### src/rtl/sb_pkg.sv
package sb_pkg;

  // Classification of one result slot in the current cycle.
  typedef enum logic [1:0] {
    SLOT_IDLE  = 2'd0,
    SLOT_WRITE = 2'd1,
    SLOT_DROP  = 2'd2
  } slot_kind_e;

endpackage

### src/rtl/sb_picker.sv
// Fixed-priority picker: lowest requesting index wins.
module sb_picker #(
  parameter int N = 3
) (
  input  logic [N-1:0] req,
  output logic [N-1:0] gnt
);

  logic [N:0] seen;

  assign seen[0] = 1'b0;

  for (genvar i = 0; i < N; i++) begin : g_pick
    assign gnt[i]      = req[i] & ~seen[i];
    assign seen[i + 1] = seen[i] | req[i];
  end

endmodule

### src/rtl/sb_slot_decode.sv
// Splits each result slot into write request, drop, or idle.
module sb_slot_decode import sb_pkg::*; #(
  parameter int UNITS    = 3,
  parameter int WR_PORTS = 2,
  localparam int SLOTS   = UNITS * WR_PORTS
) (
  input  logic [UNITS-1:0] fu_done,
  input  logic [SLOTS-1:0] fu_mask,
  input  logic [SLOTS-1:0] fu_ok,
  output logic [SLOTS-1:0] wr_req,
  output logic [SLOTS-1:0] drop
);

  for (genvar u = 0; u < UNITS; u++) begin : g_unit
    for (genvar k = 0; k < WR_PORTS; k++) begin : g_slot
      localparam int S = u * WR_PORTS + k;
      slot_kind_e kind;

      always_comb begin
        if (!(fu_done[u] && fu_mask[S])) kind = SLOT_IDLE;
        else if (fu_ok[S])               kind = SLOT_WRITE;
        else                             kind = SLOT_DROP;
      end

      assign wr_req[S] = (kind == SLOT_WRITE);
      assign drop[S]   = (kind == SLOT_DROP);
    end
  end

endmodule

### src/rtl/sb_port_arb.sv
// One write port: picks a requesting unit and steers its address.
module sb_port_arb #(
  parameter int UNITS = 3,
  parameter int AW    = 5
) (
  input  logic [UNITS-1:0]    req,
  input  logic [UNITS*AW-1:0] req_addr,
  output logic [UNITS-1:0]    gnt,
  output logic                port_valid,
  output logic [AW-1:0]       port_addr
);

  sb_picker #(.N(UNITS)) picker_i (
    .req (req),
    .gnt (gnt)
  );

  always_comb begin
    port_addr = '0;
    for (int u = 0; u < UNITS; u++) begin
      if (gnt[u]) port_addr = port_addr | req_addr[u*AW +: AW];
    end
  end

  assign port_valid = |req;

endmodule

### src/rtl/sb_pend_vec.sv
// Pending-bit vector: decoded sets and clears, set wins on collision.
module sb_pend_vec #(
  parameter int NUM_REGS  = 32,
  parameter int SET_PORTS = 2,
  parameter int CLR_PORTS = 8,
  parameter int AW        = 5
) (
  input  logic                    clk,
  input  logic                    rst,
  input  logic [SET_PORTS-1:0]    set_en,
  input  logic [SET_PORTS*AW-1:0] set_addr,
  input  logic [CLR_PORTS-1:0]    clr_en,
  input  logic [CLR_PORTS*AW-1:0] clr_addr,
  output logic [NUM_REGS-1:0]     pend
);

  logic [NUM_REGS-1:0] set_m;
  logic [NUM_REGS-1:0] clr_m;

  always_comb begin
    set_m = '0;
    for (int i = 0; i < SET_PORTS; i++) begin
      if (set_en[i]) set_m[set_addr[i*AW +: AW]] = 1'b1;
    end
  end

  always_comb begin
    clr_m = '0;
    for (int i = 0; i < CLR_PORTS; i++) begin
      if (clr_en[i]) clr_m[clr_addr[i*AW +: AW]] = 1'b1;
    end
  end

  always_ff @(posedge clk) begin
    if (rst) pend <= '0;
    else     pend <= (pend & ~clr_m) | set_m;
  end

endmodule

### src/rtl/sb_hazard.sv
// Combinational lookup of several register addresses in the pending vector.
module sb_hazard #(
  parameter int NUM_REGS = 32,
  parameter int PORTS    = 4,
  parameter int AW       = 5
) (
  input  logic [NUM_REGS-1:0] pend,
  input  logic [PORTS-1:0]    look_en,
  input  logic [PORTS*AW-1:0] look_addr,
  output logic                hit
);

  logic [PORTS-1:0] hit_v;

  for (genvar i = 0; i < PORTS; i++) begin : g_look
    assign hit_v[i] = look_en[i] & pend[look_addr[i*AW +: AW]];
  end

  assign hit = |hit_v;

endmodule

### src/rtl/wr_pend_scoreboard.sv
module wr_pend_scoreboard #(
  parameter int NUM_REGS  = 32,
  parameter int SET_PORTS = 2,
  parameter int WR_PORTS  = 2,
  parameter int UNITS     = 3,
  parameter int SRC_PORTS = 3,
  localparam int AW       = (NUM_REGS > 1) ? $clog2(NUM_REGS) : 1
) (
  input  logic                             clk,
  input  logic                             rst,
  input  logic [SET_PORTS-1:0]             set_en,
  input  logic [SET_PORTS*AW-1:0]          set_addr,
  input  logic [UNITS-1:0]                 fu_done,
  input  logic [UNITS*WR_PORTS-1:0]        fu_mask,
  input  logic [UNITS*WR_PORTS-1:0]        fu_ok,
  input  logic [UNITS*WR_PORTS*AW-1:0]     fu_addr,
  output logic [UNITS*WR_PORTS-1:0]        fu_ready,
  output logic [WR_PORTS-1:0]              wp_valid,
  output logic [WR_PORTS*AW-1:0]           wp_addr,
  input  logic [SRC_PORTS-1:0]             src_en,
  input  logic [SRC_PORTS*AW-1:0]          src_addr,
  input  logic                             dst_en,
  input  logic [AW-1:0]                    dst_addr,
  output logic                             hazard,
  output logic [NUM_REGS-1:0]              pend_o
);

  localparam int SLOTS     = UNITS * WR_PORTS;
  localparam int CLR_PORTS = SLOTS + WR_PORTS;
  localparam int LOOKS     = SRC_PORTS + 1;

  logic [SLOTS-1:0] wr_req;
  logic [SLOTS-1:0] drop;
  logic [SLOTS-1:0] gnt_flat;

  sb_slot_decode #(
    .UNITS    (UNITS),
    .WR_PORTS (WR_PORTS)
  ) decode_i (
    .fu_done (fu_done),
    .fu_mask (fu_mask),
    .fu_ok   (fu_ok),
    .wr_req  (wr_req),
    .drop    (drop)
  );

  // Slot k of every unit competes for write port k.
  for (genvar k = 0; k < WR_PORTS; k++) begin : g_port
    logic [UNITS-1:0]    req_k;
    logic [UNITS*AW-1:0] addr_k;
    logic [UNITS-1:0]    gnt_k;

    for (genvar u = 0; u < UNITS; u++) begin : g_gather
      assign req_k[u]                = wr_req[u*WR_PORTS + k];
      assign addr_k[u*AW +: AW]      = fu_addr[(u*WR_PORTS + k)*AW +: AW];
      assign gnt_flat[u*WR_PORTS + k] = gnt_k[u];
    end

    sb_port_arb #(
      .UNITS (UNITS),
      .AW    (AW)
    ) arb_i (
      .req        (req_k),
      .req_addr   (addr_k),
      .gnt        (gnt_k),
      .port_valid (wp_valid[k]),
      .port_addr  (wp_addr[k*AW +: AW])
    );
  end

  assign fu_ready = gnt_flat | drop;

  // Clear sources: every granted write port, plus every dropped slot.
  logic [CLR_PORTS-1:0]    clr_en;
  logic [CLR_PORTS*AW-1:0] clr_addr;

  assign clr_en   = {wp_valid, drop};
  assign clr_addr = {wp_addr, fu_addr};

  sb_pend_vec #(
    .NUM_REGS  (NUM_REGS),
    .SET_PORTS (SET_PORTS),
    .CLR_PORTS (CLR_PORTS),
    .AW        (AW)
  ) vec_i (
    .clk      (clk),
    .rst      (rst),
    .set_en   (set_en),
    .set_addr (set_addr),
    .clr_en   (clr_en),
    .clr_addr (clr_addr),
    .pend     (pend_o)
  );

  sb_hazard #(
    .NUM_REGS (NUM_REGS),
    .PORTS    (LOOKS),
    .AW       (AW)
  ) haz_i (
    .pend      (pend_o),
    .look_en   ({dst_en, src_en}),
    .look_addr ({dst_addr, src_addr}),
    .hit       (hazard)
  );

endmodule

### config.mk
export PLATFORM = sky130hd
export DESIGN_NAME = wr_pend_scoreboard
export DESIGN_NICKNAME = d
export VERILOG_FILES = /design/src/rtl/sb_pkg.sv /design/src/rtl/sb_picker.sv /design/src/rtl/sb_slot_decode.sv /design/src/rtl/sb_port_arb.sv /design/src/rtl/sb_pend_vec.sv /design/src/rtl/sb_hazard.sv /design/src/rtl/wr_pend_scoreboard.sv
export SDC_FILE = /design/constraint.sdc
export NUM_CORES = 1
export LEC_CHECK = 0
export BUFFER_PORTS_ARGS = -buffer_cell sky130_fd_sc_hd__buf_2
export CORE_AREA = 2 2 108 110
export CTS_CLUSTER_DIAMETER = 60
export CTS_CLUSTER_SIZE = 16
export DETAILED_ROUTE_END_ITERATION = 10
export DIE_AREA = 0 0 110 112
export GPL_TIMING_DRIVEN = 0
export PLACE_DENSITY_LB_ADDON = 0.3
export SYNTH_ARGS = -nofsm -noshare
export SYNTH_HDL_FRONTEND = slang
export SYNTH_SLANG_ARGS = --single-unit
### constraint.sdc
create_clock -name clk -period 2.2 [get_ports clk]
set_input_delay 0.11 -clock clk [delete_from_list [all_inputs] [get_ports clk]]
set_output_delay 0.11 -clock clk [all_outputs]
set_load 0.01 [all_outputs]
# ---- Yosys cells after proc, flatten, opt, wreduce, memory -nomap -nowiden
# Cells that the tools add are included.
dict set report word_totals {
  register_bits 32
  out_inout_bits 51
  wordCells 142
}
dict set report classes {
  n_lt_le_gt_ge 24
  n_eq_ne 12
  n_mux 56
  bitwise_logic 30
  reduce_logical 19
}
# op n
set ops {}
lappend ops {{2-to-1 mux 32 bit} 10}
lappend ops {{OR 32 bit} 9}
lappend ops {{less-than comparator 5 x 6 -> 1 bit, second input constant} 14}
lappend ops {{demux 1 bit (select 5 bit)} 10}
lappend ops {{greater-or-equal comparator 5 x 1 -> 1 bit, second input constant} 10}
lappend ops {{bitwise AND 32 bit} 1}
lappend ops {{NOT 32 bit} 1}
lappend ops {{2-to-1 mux 5 bit} 6}
lappend ops {{2-to-1 mux 2 bit} 12}
lappend ops {{binary-select mux 1 bit (select 5 bit)} 4}
lappend ops {{OR 5 bit} 4}
lappend ops {{logical AND 1 bit} 16}
lappend ops {{2-to-1 mux 1 bit} 14}
lappend ops {{== test 2 x 1 -> 1 bit, second input constant} 6}
lappend ops {{== test 2 bit, second input constant} 6}
lappend ops {{bitwise AND 1 bit} 8}
lappend ops {{OR 6 bit} 1}
lappend ops {{OR reduction 3 bit} 2}
lappend ops {{NOT 1 bit} 4}
lappend ops {{OR reduction 4 bit} 1}
lappend ops {{OR 1 bit} 2}

# ---- Depth between registers and ports, before layout
dict set report logic_depth {
  depth_word 22
  mapped_depth 8
}

# ---- Hierarchy
# A second synthesis with hierarchy kept.
dict set report unflattened {
  cells_unflattened 609
  area_unflattened_um2 4976.0
}
# module instances cells_per_inst area_each_um2 seq_area_each_um2
set by_module_without_submodules {}
lappend by_module_without_submodules {sb_pend_vec 1 475 3529.6 640.6}
lappend by_module_without_submodules {sb_hazard 1 88 1116.1 0.0}
lappend by_module_without_submodules {sb_port_arb 2 11 75.1 0.0}
lappend by_module_without_submodules {sb_slot_decode 1 12 90.1 0.0}
lappend by_module_without_submodules {sb_picker 2 3 26.3 0.0}
lappend by_module_without_submodules {wr_pend_scoreboard 1 6 37.5 0.0}

# ---- Least setup slack after synthesis
# No wires, ideal clock.
dict set report synth_path {
  path_kind {reg2out}
  from {register vec_i.pend[3]}
  to {output port hazard}
  arrival_time_ns 1.679
  setup_slack_ns 0.411
  stages_incl_launch_ff 7
  cell_sequence {dfxtp_1 > mux4_2 > nor2b_4 > a2111oi_2 > a311oi_1 > a311oi_1 > nand3_1}
}
dict set report synth_via {
  elab_chain_cells 4
  word_cells_on_any_way 13
  cone_classes {mux (8); bitwise (4); reduce/logical (1)}
}
# item line_no
set synth_lines {}
lappend synth_lines {{from (decl)} sb_pend_vec.sv:14} ;# output logic [NUM_REGS-1:0] pend
lappend synth_lines {{from (signal assigned)} sb_pend_vec.sv:36} ;# else pend <= (pend & ~clr_m) | set_m;
lappend synth_lines {{binary-select mux 1 bit (select 5 bit)} sb_hazard.sv:16} ;# assign hit_v[i] = look_en[i] & pend[look_addr[i*AW +: AW]];
lappend synth_lines {{2-to-1 mux 1 bit (implied by the code)} sb_hazard.sv:16}
lappend synth_lines {{bitwise AND 1 bit} sb_hazard.sv:16}
lappend synth_lines {{OR reduction 4 bit *} sb_hazard.sv:19} ;# assign hit = |hit_v;
lappend synth_lines {{to (decl)} wr_pend_scoreboard.sv:24} ;# output logic hazard,
# Every way passes the cells marked *; elsewhere a longest branch is shown, timed or not. The select of a mux whose other input is x is not followed.

# ---- Worst setup path in the final report
dict set report layout_path {
  from {register vec_i.pend[5]}
  to {output port hazard}
}
# The elaborated chain is that of the path after synthesis.

==> results.py <==
metrics = {
    "final_layout": {
        "regMostFlops": "vec_i.pend",
        "diodes": 0,
        "final_cells": 888,
        "multiInputGateArea_um2": 3890,
        "reg.largest.list": "vec_i.pend (32)",
        "final_util": 0.530,
        "ff_latch_area_um2": 714,
        "drive_above_1_share": 0.307,
        "nets": 827,
        "largest_reg_flops": 32,
        "fill_cells": 1066,
        "areaGrowthSynthToFinish_pct": 23.5,
        "final_area_um2": 5920,
    },
    "clock_network": {
        "htree_levels": 2,
        "cts_buffers": 5,
        "clock_sinks": 32,
        "cts_tree": "done",
        "clock_latency_ps": 270,
        "root_buffer": "clkbuf_16",
        "clockBufferDepth": 2,
        "clk_pin_slew_ps": 50,
    },
    "min_path": {
        "hp-class": "in2reg",
        "min_from": "rst",
        "worstHoldPathCells": 2,
        "min_to": "vec_i.pend[24]",
    },
    "placement": {
        "place_area_um2": 5500,
        "hpwlAfterDp_mm": 18.1,
        "pre_cts_slack_ps": -7.65,
        "place_inst": 861,
        "portBuffers": 106,
        "place_congestion": 1.05,
    },
    "timing": {
        "period_share": 1.02,
        "setup_viol": 1,
        "fmax_mhz": 444,
        "worst_pin_slew_ps": 1120,
        "tns_ps": -54.2,
        "max-slew-margin-rel": 0.249,
        "hold-worst-slack_ps": 71.2,
        "fin_crit_ps": 2250,
        "setup_slack_ps": -54.2,
        "hold_viol": 0,
        "maxSlewViolCount": 0,
        "finClkSkew_ps": 0,
        "rsz0062_at_grt": "true",
    },
    "pwr": {
        "power.density_nw_per_um2": 347,
        "power_mw": 2.05,
        "worst_ir_drop_vdd_uv": 476,
        "p_leak_nw": 2.11,
    },
    "floorplanning": {
        "die_y_um": 112,
        "initial_core_util": 0.429,
        "core_um2": 11200,
        "die-area_um2": 12300,
        "rows": 39,
        "die_w_um": 110,
        "io_pins": 134,
    },
    "global_routing": {
        "antenna_found_initial": 0,
        "grt_usage": 0.380,
        "grt_max_degree": 11,
        "first_global_vias": 5884,
        "grt-ovfl-total": 0,
        "grt_pass1_wl_mm": 35.3,
    },
    "routing": {
        "drt-initial-drc-count": 937,
        "dr_total_vias": 6626,
        "first_pass_iters": 9,
        "drtAntennaViolNets": 0,
        "vias_per_cell": 7.46,
        "wl_mm": 24.3,
        "drcViolationCount": 0,
        "routedWlPerCell_um": 27.4,
    },
    "logic_synthesis": {
        "synthCells": 612,
        "syn-cell-area_um2": 4790,
        "seq_area_frac_synth": 0.134,
        "ys_warn_count": 0,
        "synthArstFlopShare": 0,
        "synth_nets": 695,
        "yosys_most_used_dff": "dfxtp_1",
        "synth-edff-count": 0,
        "postSynthAreaPerCell_um2": 7.83,
        "synth_cell_type_count": 50,
        "synth_top_area_cell": "dfxtp_1",
        "ys_ff_latch": 32,
        "synth_top_area_share": 0.134,
        "yosys-top-cells-area": "dfxtp_1 13%, mux4_2 13%, o221ai_1 12%, o22ai_1 8.4%, a21oi_1 5.2%",
        "synth_commonest_cells": "64 x o221ai_1, 64 x o22ai_1, 50 x a21oi_1",
    },
    "outcome": {
        "violations": "setup timing",
        "outcome": "complete, but fails checks",
    },
    "job": {
        "drv_cap": 0,
    },
    "critical_path": {
        "rr_endpoint": "vec_i.pend[28]",
        "required_ps": 2090,
        "arrival_ps": 2140,
        "r2r_setup_slack_ps": 600,
        "critPathKind": "reg2out",
        "critPathMaxFanout": 6,
        "worstSetupEndpointType": "output pin",
        "reg2reg_from": "vec_i.pend[28]",
        "cp-start-kind": "flip-flop",
        "reg2regPathDepth": 5,
    },
}
==> logic make-up (layout without fill, tap and decap cells) <==
kind of cell    Yosys count  count (layout)  share of synthesized area
flops                    32              32                      0.134
compound gates          239             239                      0.348
simple gates            231             231                      0.280
mux                      42              42                      0.173
buf+inv                  68             201                     0.0653
==> layout by cell type, fill, tap and decap left out, drive strengths merged, types with 12 or more instances in the layout <==
cell type  instances
o22ai             64
nor2              20
clkbuf            45
dfxtp             32
buf              143
nor3              37
nand3b            18
o221ai            64
nand2             39
mux4              31
nand3             44
inv               12
or3b              12
a22oi             32
a21oi             50
==> critical path, stage by stage (launching register included) <==
cell	delay, ps
dfxtp_2	370
mux4_2	470
mux2_4	310
o21ai_4	160
a311oi_2	60
a311oi_2	240
nand3_1	110
buf_2	150
==> power breakdown <==
group | internal [mW] | switching [mW]
logic | 0.276 | 0.481
registers | 0.582 | 0.0330
clock network | 0.449 | 0.232
total | 1.31 | 0.746
==> area by class of cell <==
class                      count  share of cell area
buffer                        56              0.0452
inverter                      12             0.00761
timing repair buffer         125               0.114
clock buffer                   7              0.0241
sequential                    32               0.121
clock inverter                 1             0.00127
tap                          143              0.0302
multi-input combinational    512               0.657
==> per-layer routing <==
layer | share of wire | GRT usage | wire length [um]
met2 | 0.45 | 0.599 | 11000
met4 | 0.042 | 0.122 | 1010
met5 | 0 | 0 | 0
met3 | 0.11 | 0.0720 | 2730
met1 | 0.39 | 0.519 | 9510
==> what timing repair did <==
item                                    in CTS  in global routing
pin swaps                                    6                  7
endpoints found under the setup margin       1                  1
resized for setup                           42                 16
endpoints found under the hold margin        0                  0
cloned                                       0                  0
buffers inserted                            11                  8
hold buffers                                 0                  0
==> worst max-delay path by stage <==
stage | start | endpoint | slack, ps
floorplan | vec_i.pend[3] | hazard | 410
global placement | fu_done[0] | vec_i.pend[22] | 6
detailed placement | vec_i.pend[28] | hazard | -8
CTS | vec_i.pend[11] | hazard | -60
global route | vec_i.pend[13] | hazard | -100
finish | vec_i.pend[5] | hazard | -50
No activity file was read; power rests on OpenSTA's default activity.
